==> src/rtl/ptw_pkg.sv <==
package ptw_pkg;
    localparam int BIT_PRESENT = 0;
    localparam int BIT_WRITE   = 1;
    localparam int BIT_USER    = 2;
    localparam int BIT_LARGE   = 7;

    typedef enum logic [2:0] {
        ST_IDLE,
        ST_DIR_REQ,
        ST_DIR_WAIT,
        ST_TBL_REQ,
        ST_TBL_WAIT,
        ST_DONE
    } walk_state_t;
endpackage

==> src/rtl/ptw_root_reg.sv <==
module ptw_root_reg #(
    parameter int AW    = 32,
    parameter int OFF_W = 12
) (
    input  logic          clk,
    input  logic          rst_n,
    input  logic          wr_en,
    input  logic [AW-1:0] wr_data,
    input  logic          capture,
    output logic [AW-1:0] root_snap
);
    logic [AW-OFF_W-1:0] root_q;
    logic [AW-OFF_W-1:0] snap_q;
    logic                unused_low;

    assign unused_low = ^wr_data[OFF_W-1:0];

    always_ff @(posedge clk) begin
        if (!rst_n) begin
            root_q <= '0;
            snap_q <= '0;
        end else begin
            if (wr_en)
                root_q <= wr_data[AW-1:OFF_W];
            if (capture)
                snap_q <= root_q;
        end
    end

    assign root_snap = {snap_q, {OFF_W{1'b0}}};
endmodule

==> src/rtl/ptw_addr_gen.sv <==
module ptw_addr_gen #(
    parameter int IDX_W = 10,
    localparam int OFF_W = IDX_W + 2,
    localparam int AW    = 3 * IDX_W + 2
) (
    input  logic [AW-1:0] root,
    input  logic [AW-1:0] va,
    input  logic [AW-1:0] pde,
    input  logic [AW-1:0] pte,
    output logic [AW-1:0] dir_addr,
    output logic [AW-1:0] tbl_addr,
    output logic [AW-1:0] pa_small,
    output logic [AW-1:0] pa_large
);
    logic unused_flags;

    assign unused_flags = ^{root[OFF_W-1:0], pde[OFF_W-1:0], pte[OFF_W-1:0]};

    // Each entry is 4 bytes, so the index is shifted left by two bits.
    assign dir_addr = {root[AW-1:OFF_W], va[AW-1 -: IDX_W], 2'b00};
    assign tbl_addr = {pde[AW-1:OFF_W], va[OFF_W+IDX_W-1:OFF_W], 2'b00};
    assign pa_small = {pte[AW-1:OFF_W], va[OFF_W-1:0]};
    assign pa_large = {pde[AW-1:OFF_W+IDX_W], va[OFF_W+IDX_W-1:0]};
endmodule

==> src/rtl/ptw_fsm.sv <==
module ptw_fsm
    import ptw_pkg::*;
#(
    parameter int AW = 32
) (
    input  logic          clk,
    input  logic          rst_n,
    input  logic          req_valid,
    input  logic          mem_req_ready,
    input  logic          mem_rsp_valid,
    input  logic [AW-1:0] mem_rsp_data,
    output logic          accept,
    output logic          busy,
    output logic          mem_req_valid,
    output logic          use_tbl,
    output logic [AW-1:0] pde_q,
    output logic [AW-1:0] pte_q,
    output logic          rsp_valid,
    output logic          rsp_fault,
    output logic          rsp_large,
    output logic          rsp_wr,
    output logic          rsp_usr
);
    walk_state_t state, state_n;
    logic        fault_q;
    logic        large_q;
    logic        pde_hit;
    logic        pte_hit;

    assign pde_hit = (state == ST_DIR_WAIT) && mem_rsp_valid;
    assign pte_hit = (state == ST_TBL_WAIT) && mem_rsp_valid;

    always_ff @(posedge clk) begin
        if (!rst_n) begin
            state   <= ST_IDLE;
            pde_q   <= '0;
            pte_q   <= '0;
            fault_q <= 1'b0;
            large_q <= 1'b0;
        end else begin
            state <= state_n;
            if (pde_hit) begin
                pde_q   <= mem_rsp_data;
                fault_q <= !mem_rsp_data[BIT_PRESENT];
                large_q <= mem_rsp_data[BIT_PRESENT] && mem_rsp_data[BIT_LARGE];
            end
            if (pte_hit) begin
                pte_q   <= mem_rsp_data;
                fault_q <= !mem_rsp_data[BIT_PRESENT];
            end
        end
    end

    always_comb begin
        state_n = state;
        unique case (state)
            ST_IDLE:     if (req_valid) state_n = ST_DIR_REQ;
            ST_DIR_REQ:  if (mem_req_ready) state_n = ST_DIR_WAIT;
            ST_DIR_WAIT: if (mem_rsp_valid) begin
                             if (!mem_rsp_data[BIT_PRESENT] || mem_rsp_data[BIT_LARGE])
                                 state_n = ST_DONE;
                             else
                                 state_n = ST_TBL_REQ;
                         end
            ST_TBL_REQ:  if (mem_req_ready) state_n = ST_TBL_WAIT;
            ST_TBL_WAIT: if (mem_rsp_valid) state_n = ST_DONE;
            ST_DONE:     state_n = ST_IDLE;
            default:     state_n = ST_IDLE;
        endcase
    end

    always_comb begin
        busy          = (state != ST_IDLE);
        accept        = (state == ST_IDLE) && req_valid;
        mem_req_valid = (state == ST_DIR_REQ) || (state == ST_TBL_REQ);
        use_tbl       = (state == ST_TBL_REQ);
        rsp_valid     = (state == ST_DONE);
        rsp_fault     = rsp_valid && fault_q;
        rsp_large     = rsp_valid && !fault_q && large_q;
        rsp_wr        = 1'b0;
        rsp_usr       = 1'b0;
        if (rsp_valid && !fault_q) begin
            if (large_q) begin
                rsp_wr  = pde_q[BIT_WRITE];
                rsp_usr = pde_q[BIT_USER];
            end else begin
                rsp_wr  = pde_q[BIT_WRITE] & pte_q[BIT_WRITE];
                rsp_usr = pde_q[BIT_USER] & pte_q[BIT_USER];
            end
        end
    end


    accept_busy_chk: assert property (@(posedge clk) disable iff (!rst_n)
        (req_valid && !busy) |=> busy);


    rsp_pulse_chk: assert property (@(posedge clk) disable iff (!rst_n)
        rsp_valid |=> (!rsp_valid && !busy));


    idle_quiet_chk: assert property (@(posedge clk) disable iff (!rst_n)
        !busy |-> !mem_req_valid);


    fault_clean_chk: assert property (@(posedge clk) disable iff (!rst_n)
        (rsp_valid && rsp_fault) |-> (!rsp_large && !rsp_wr && !rsp_usr));
endmodule

==> src/rtl/pt_walker.sv <==
module pt_walker #(
    parameter int IDX_W = 10,
    localparam int AW    = 3 * IDX_W + 2,
    localparam int OFF_W = IDX_W + 2
) (
    input  logic          clk,
    input  logic          rst_n,
    input  logic          root_wr_en,
    input  logic [AW-1:0] root_wr_data,
    input  logic          req_valid,
    input  logic [AW-1:0] req_va,
    output logic          busy,
    output logic          rsp_valid,
    output logic          rsp_fault,
    output logic [AW-1:0] rsp_pa,
    output logic          rsp_large,
    output logic          rsp_writable,
    output logic          rsp_user,
    output logic          mem_req_valid,
    output logic [AW-1:0] mem_req_addr,
    input  logic          mem_req_ready,
    input  logic          mem_rsp_valid,
    input  logic [AW-1:0] mem_rsp_data
);
    logic          accept;
    logic          use_tbl;
    logic [AW-1:0] va_q;
    logic [AW-1:0] root_snap;
    logic [AW-1:0] pde_q, pte_q;
    logic [AW-1:0] dir_addr, tbl_addr, pa_small, pa_large;

    always_ff @(posedge clk) begin
        if (!rst_n)
            va_q <= '0;
        else if (accept)
            va_q <= req_va;
    end

    ptw_root_reg #(.AW(AW), .OFF_W(OFF_W)) root_i (
        .clk       (clk),
        .rst_n     (rst_n),
        .wr_en     (root_wr_en),
        .wr_data   (root_wr_data),
        .capture   (accept),
        .root_snap (root_snap)
    );

    ptw_addr_gen #(.IDX_W(IDX_W)) addr_i (
        .root     (root_snap),
        .va       (va_q),
        .pde      (pde_q),
        .pte      (pte_q),
        .dir_addr (dir_addr),
        .tbl_addr (tbl_addr),
        .pa_small (pa_small),
        .pa_large (pa_large)
    );

    ptw_fsm #(.AW(AW)) fsm_i (
        .clk           (clk),
        .rst_n         (rst_n),
        .req_valid     (req_valid),
        .mem_req_ready (mem_req_ready),
        .mem_rsp_valid (mem_rsp_valid),
        .mem_rsp_data  (mem_rsp_data),
        .accept        (accept),
        .busy          (busy),
        .mem_req_valid (mem_req_valid),
        .use_tbl       (use_tbl),
        .pde_q         (pde_q),
        .pte_q         (pte_q),
        .rsp_valid     (rsp_valid),
        .rsp_fault     (rsp_fault),
        .rsp_large     (rsp_large),
        .rsp_wr        (rsp_writable),
        .rsp_usr       (rsp_user)
    );

    assign mem_req_addr = use_tbl ? tbl_addr : dir_addr;

    always_comb begin
        rsp_pa = '0;
        if (rsp_valid && !rsp_fault)
            rsp_pa = rsp_large ? pa_large : pa_small;
    end


    req_hold_chk: assert property (@(posedge clk) disable iff (!rst_n)
        (mem_req_valid && !mem_req_ready) |=> (mem_req_valid && $stable(mem_req_addr)));


    fault_pa_chk: assert property (@(posedge clk) disable iff (!rst_n)
        (rsp_valid && rsp_fault) |-> (rsp_pa == '0));
endmodule

==> config.mk <==
export PLATFORM = sky130hd
export DESIGN_NAME = pt_walker
export DESIGN_NICKNAME = d
export VERILOG_FILES = /design/src/rtl/ptw_pkg.sv /design/src/rtl/ptw_root_reg.sv /design/src/rtl/ptw_addr_gen.sv /design/src/rtl/ptw_fsm.sv /design/src/rtl/pt_walker.sv
export SDC_FILE = /design/constraint.sdc
export NUM_CORES = 1
export LEC_CHECK = 0
export ABC_CLOCK_PERIOD_IN_PS = 1880
export BUFFER_PORTS_ARGS = -buffer_cell sky130_fd_sc_hd__buf_2
export CAP_MARGIN = 20
export CELL_PAD_IN_SITES_DETAIL_PLACEMENT = 0
export CELL_PAD_IN_SITES_GLOBAL_PLACEMENT = 1
export CORE_MARGIN = 5
export CORE_UTILIZATION = 36
export DETAILED_ROUTE_END_ITERATION = 8
export HOLD_SLACK_MARGIN = 0.03
export PLACE_DENSITY_LB_ADDON = 0.1
export RECOVER_POWER = 25
export SLEW_MARGIN = 20
export SYNTH_ARGS = -nofsm -noshare
export SYNTH_HDL_FRONTEND = slang
export SYNTH_SLANG_ARGS = --single-unit
==> constraint.sdc <==
create_clock -name clk -period 1.88 [get_ports clk]
set_clock_uncertainty 0.05 [all_clocks]
set_input_delay 0.282 -clock clk [delete_from_list [all_inputs] [get_ports clk]]
set_output_delay 0.282 -clock clk [all_outputs]
set_load 0.02 [all_outputs]
==> metrics.md <==
| Metric | Value |
|---|---|
| Worst R2R Start | fsm_i.state[1]$_SDFFE_PN0P_ |
| First-pass GRT wire length | 23.6 mm |
| Sw frac | 23.0% |
| P_int | 5150 uW |
| Setup crit end | mem_req_addr[26] |
| Synthesized area | between 5000 and 6000 um^2 |
| Metal3 WL | ~870 um |
| DRT antenna net count | 0 |
| Via/cell ratio | 4.81 |
| DR WL/cell | between 15 and 20 um |
| Switching Power | approximately 1500 uW |
| Num CTS Buffers | 17 |
| NumNets Final | 878 |
| Top post-synthesis cells by count | 194 x nand2_1, 121 x dfxtp_1, 100 x a21oi_1 |
| Crit path time final | 2.04 ns |
| Final HPWL DP | 10.3 mm |
| Detailed-router iteration count before antenna repair | 6 |
| Clock power frac | about half |
| Antenna Cells | 0 |
| Final WL | 15.3 mm |
| Drc violations | 0 |
| Syn Inst Count | around 630 |
| Vias in the first global route | between 4000 and 5000 |
| Syn avg cell area | 8.25 um^2 |
| FMAX | approximately 500 MHz |
| Period utilisation layout | 109% |
| Crit end category | output pin |
| Synth Register Bits | about 120 |
| Ranking of synthesized cells by area | dfxtp_1 47%, nand2_1 14%, a21oi_1 9.7% |
| Design Power | 6690 uW |
| Launch point of the worst path | fsm_i.state[2]$_SDFFE_PN0P_ |
| Synth Warn # | 0 |
| GRT Total Usage | 18.1% |
| RSZ-0062 raised after global routing | true |
| Critical path fanouts, max | 4 |
| Die Span Y | 130 um |
| Failing checks | negative setup slack |
| Clock Tree Buf Depth | 2 |
| Sequential share of power | between 40% and 50% |
| Peak VDD IR | slightly above 0.8 mV |
| R2R cell count | 5 |
| P_leak | about 0.003 uW |
| Ys async rst share | 0% |
| Core area | 14000 um^2 |
| Worst skew pair latency | between 0.4 and 0.5 ns |
| Sink Count | approximately 120 |
| Fin worst setup slack | -0.160 ns |
| Most frequent CP cell | buf_4 |
| Reg2Reg Setup Slack | ~0.040 ns |
| Pin count of the biggest net entering global routing | between 50 and 60 |
| Initial Utilization | 36.9% |
| Worst-path clk slew | 0.05 ns |
| Top Metal Used | met4 |
| Grt ovf | 0 |
| Final TNS setup | -6.26 ns |
| Initial antenna violation count | 0 |
| Slew @ Worst Pin | approximately 1.4 ns |
| Initial DRC count | 218 |
| Yosys cell types | 33 |
| CTS tree | built |
| IO buf count | 150 |
| Worst Path Arrival | between 1.5 and 2 ns |
| Kind of critical path | reg -> out |
| Ys flop type | dfxtp_1 |
| Startpoint Class | register |
| Layout area overhead | 45.3% |
| CP max-delay cell | dfxtp_4 |
| Pwr/cell area | 893 nW/um^2 |
| Gate power share | 10.7% |
| Final Util | between 50% and 60% |
| Ports | roughly 170 |
| Row cnt | 43 |
| Met2 WL | around 7.0 mm |
| Worst path required time | 1.55 ns |
| Number of synthesized flops with an enable pin | 0 |
| Vias | 4665 |
| Wl on met1 | between 7 and 8 mm |
| Fill cell total of the finished layout | around 1300 |
| Root Driver | clkbuf_16 |
| Final hold vios | 0 |
| Worst r2r dst | fsm_i.large_q$_SDFFE_PN0P_ |
| Worst min path class | in -> reg |
| Htree depth | 4 |
| Die X | around 130 um |
| Sequential share of the synthesized area | 47.0% |
| Post-synth top area share | between 40 and 50% |
| Final Wtd Congestion | between 0.8 and 0.9 |
| Final setup viols | 66 |
| Die area | roughly 17000 um^2 |
| Outcome | finished, violations left |
| Layout cells sized above 1 | 36.1% |
| Top-count cell post-synth | nand2_1 |
| FF/Latch Area | between 2000 and 2500 um^2 |
| Hold WS | 0.0577 ns |
| Multi-input logic area | 2700 um^2 |
| Area leader, netlist | dfxtp_1 |
| Max_slew headroom | a little under 6% |
| CP cell instances | nand3b_1 > buf_4 > buf_4 > mux2_2 > buf_2 |
| Max Cap Viol | 0 |
| Crit path largest cell delay | 0.34 ns |
| Slew Limit Fails | 0 |
-- cell families after synthesis --
kind of cell,synth area share (%)
compound gates,10.5
xor+xnor,0.340
buf+inv,5.48
flops,47.0
mux,14.5
other cells,0.0727
simple gates,22.2
-- cell usage in the layout (no fill, tap or decap), types with 6 or more instances in the layout --
cell       synthesis  final
clkbuf_16          0     19
buf_4              5     17
clkbuf_8           0      6
buf_12             0      7
mux2i_1           41     41
nor2_1            44     21
nor2_4             0     23
clkinv_2           0      7
mux2_4             0      7
dfxtp_1          121    118
and2_4             0     13
buf_2             22     82
a21oi_1          100    100
buf_6              5     68
nand2_1          194    194
mux2_2            30     23
-- worst min path at each step --
stage	startpoint	to	cells past startpoint
4_1_cts	root_wr_data[24]	root_i.root_q[12]$_SDFFE_PN0P_	3
5_1_grt	root_wr_data[24]	root_i.root_q[12]$_SDFFE_PN0P_	3
3_5_place_dp	va_q[0]$_SDFFE_PN0P_	va_q[0]$_SDFFE_PN0P_	2
6_report	req_va[5]	va_q[5]$_SDFFE_PN0P_	3
2_1_floorplan	mem_rsp_data[0]	fsm_i.fault_q$_SDFFE_PN0P_	1
3_3_place_gp	va_q[2]$_SDFFE_PN0P_	va_q[2]$_SDFFE_PN0P_	2
-- what timing repair did --
action                                 CTS  global route
pin swaps                                1            23
endpoints found under the hold margin    1             0
cloned                                   3             3
hold buffers                             1             0
setup endpoints to repair               65            68
buffers inserted                         7             1
gates resized for setup                146            68
-- metrics by stage --
| stage | cells | setup WS, ns | cell area (um^2) |
|---|---|---|---|
| CTS | 969 | -0.184 | 7260 |
| detailed placement | 926 | 0.0749 | 6130 |
| finish | 969 | -0.160 | 7490 |
| global route | 969 | -0.232 | 7490 |
| floorplan | 626 | 0.129 | 5160 |
| global placement | 926 | 0.114 | 6130 |
-- power by group through the flow --
stage | Clock, uW | Sequential [uW] | Combinational [uW]
after CTS | 3310 | 2750 | 720
after detailed placement | 0 | 2800 | 653
after floorplan | 0 | 2780 | 426
after global routing | 3420 | 2760 | 785
final | 3230 | 2750 | 714
after global placement | 0 | 2800 | 643
-- per-layer routing --
| metal | global-route usage [%] | up-vias |
|---|---|---|
| met5 | 0 | - |
| li1 | - | 2354 |
| met1 | 24.9 | 2165 |
| met2 | 27.7 | 130 |
| met3 | 4.87 | 16 |
| met4 | 5.87 | 0 |
-- sequential cells by signal (all words and copies together), names as in the netlist --
signal and flops:
fsm_i.pde_q 22, fsm_i.pte_q 22, va_q 32, fsm_i.fault_q 1, fsm_i.state 3, root_i.root_q 20, root_i.snap_q 20, fsm_i.large_q 1
-- worst max-delay path: cells and delay by family (launching register included) --
kind	cells	cell delay, ns
buffers and inverters	3	0.48
flip-flops	1	0.34
multiplexers	1	0.26
AND/OR/NAND/NOR	1	0.21
-- layout make-up --
cell class	count	area share, %
well taps	180	3.01
clock buffers	24	6.83
clock inverters	8	1.20
inverters	4	0.217
repair buffers	180	20.3
flip-flops and latches	121	32.4
multi-input cells	452	36.0
Note: power is estimated with default switching activity, not from simulation.
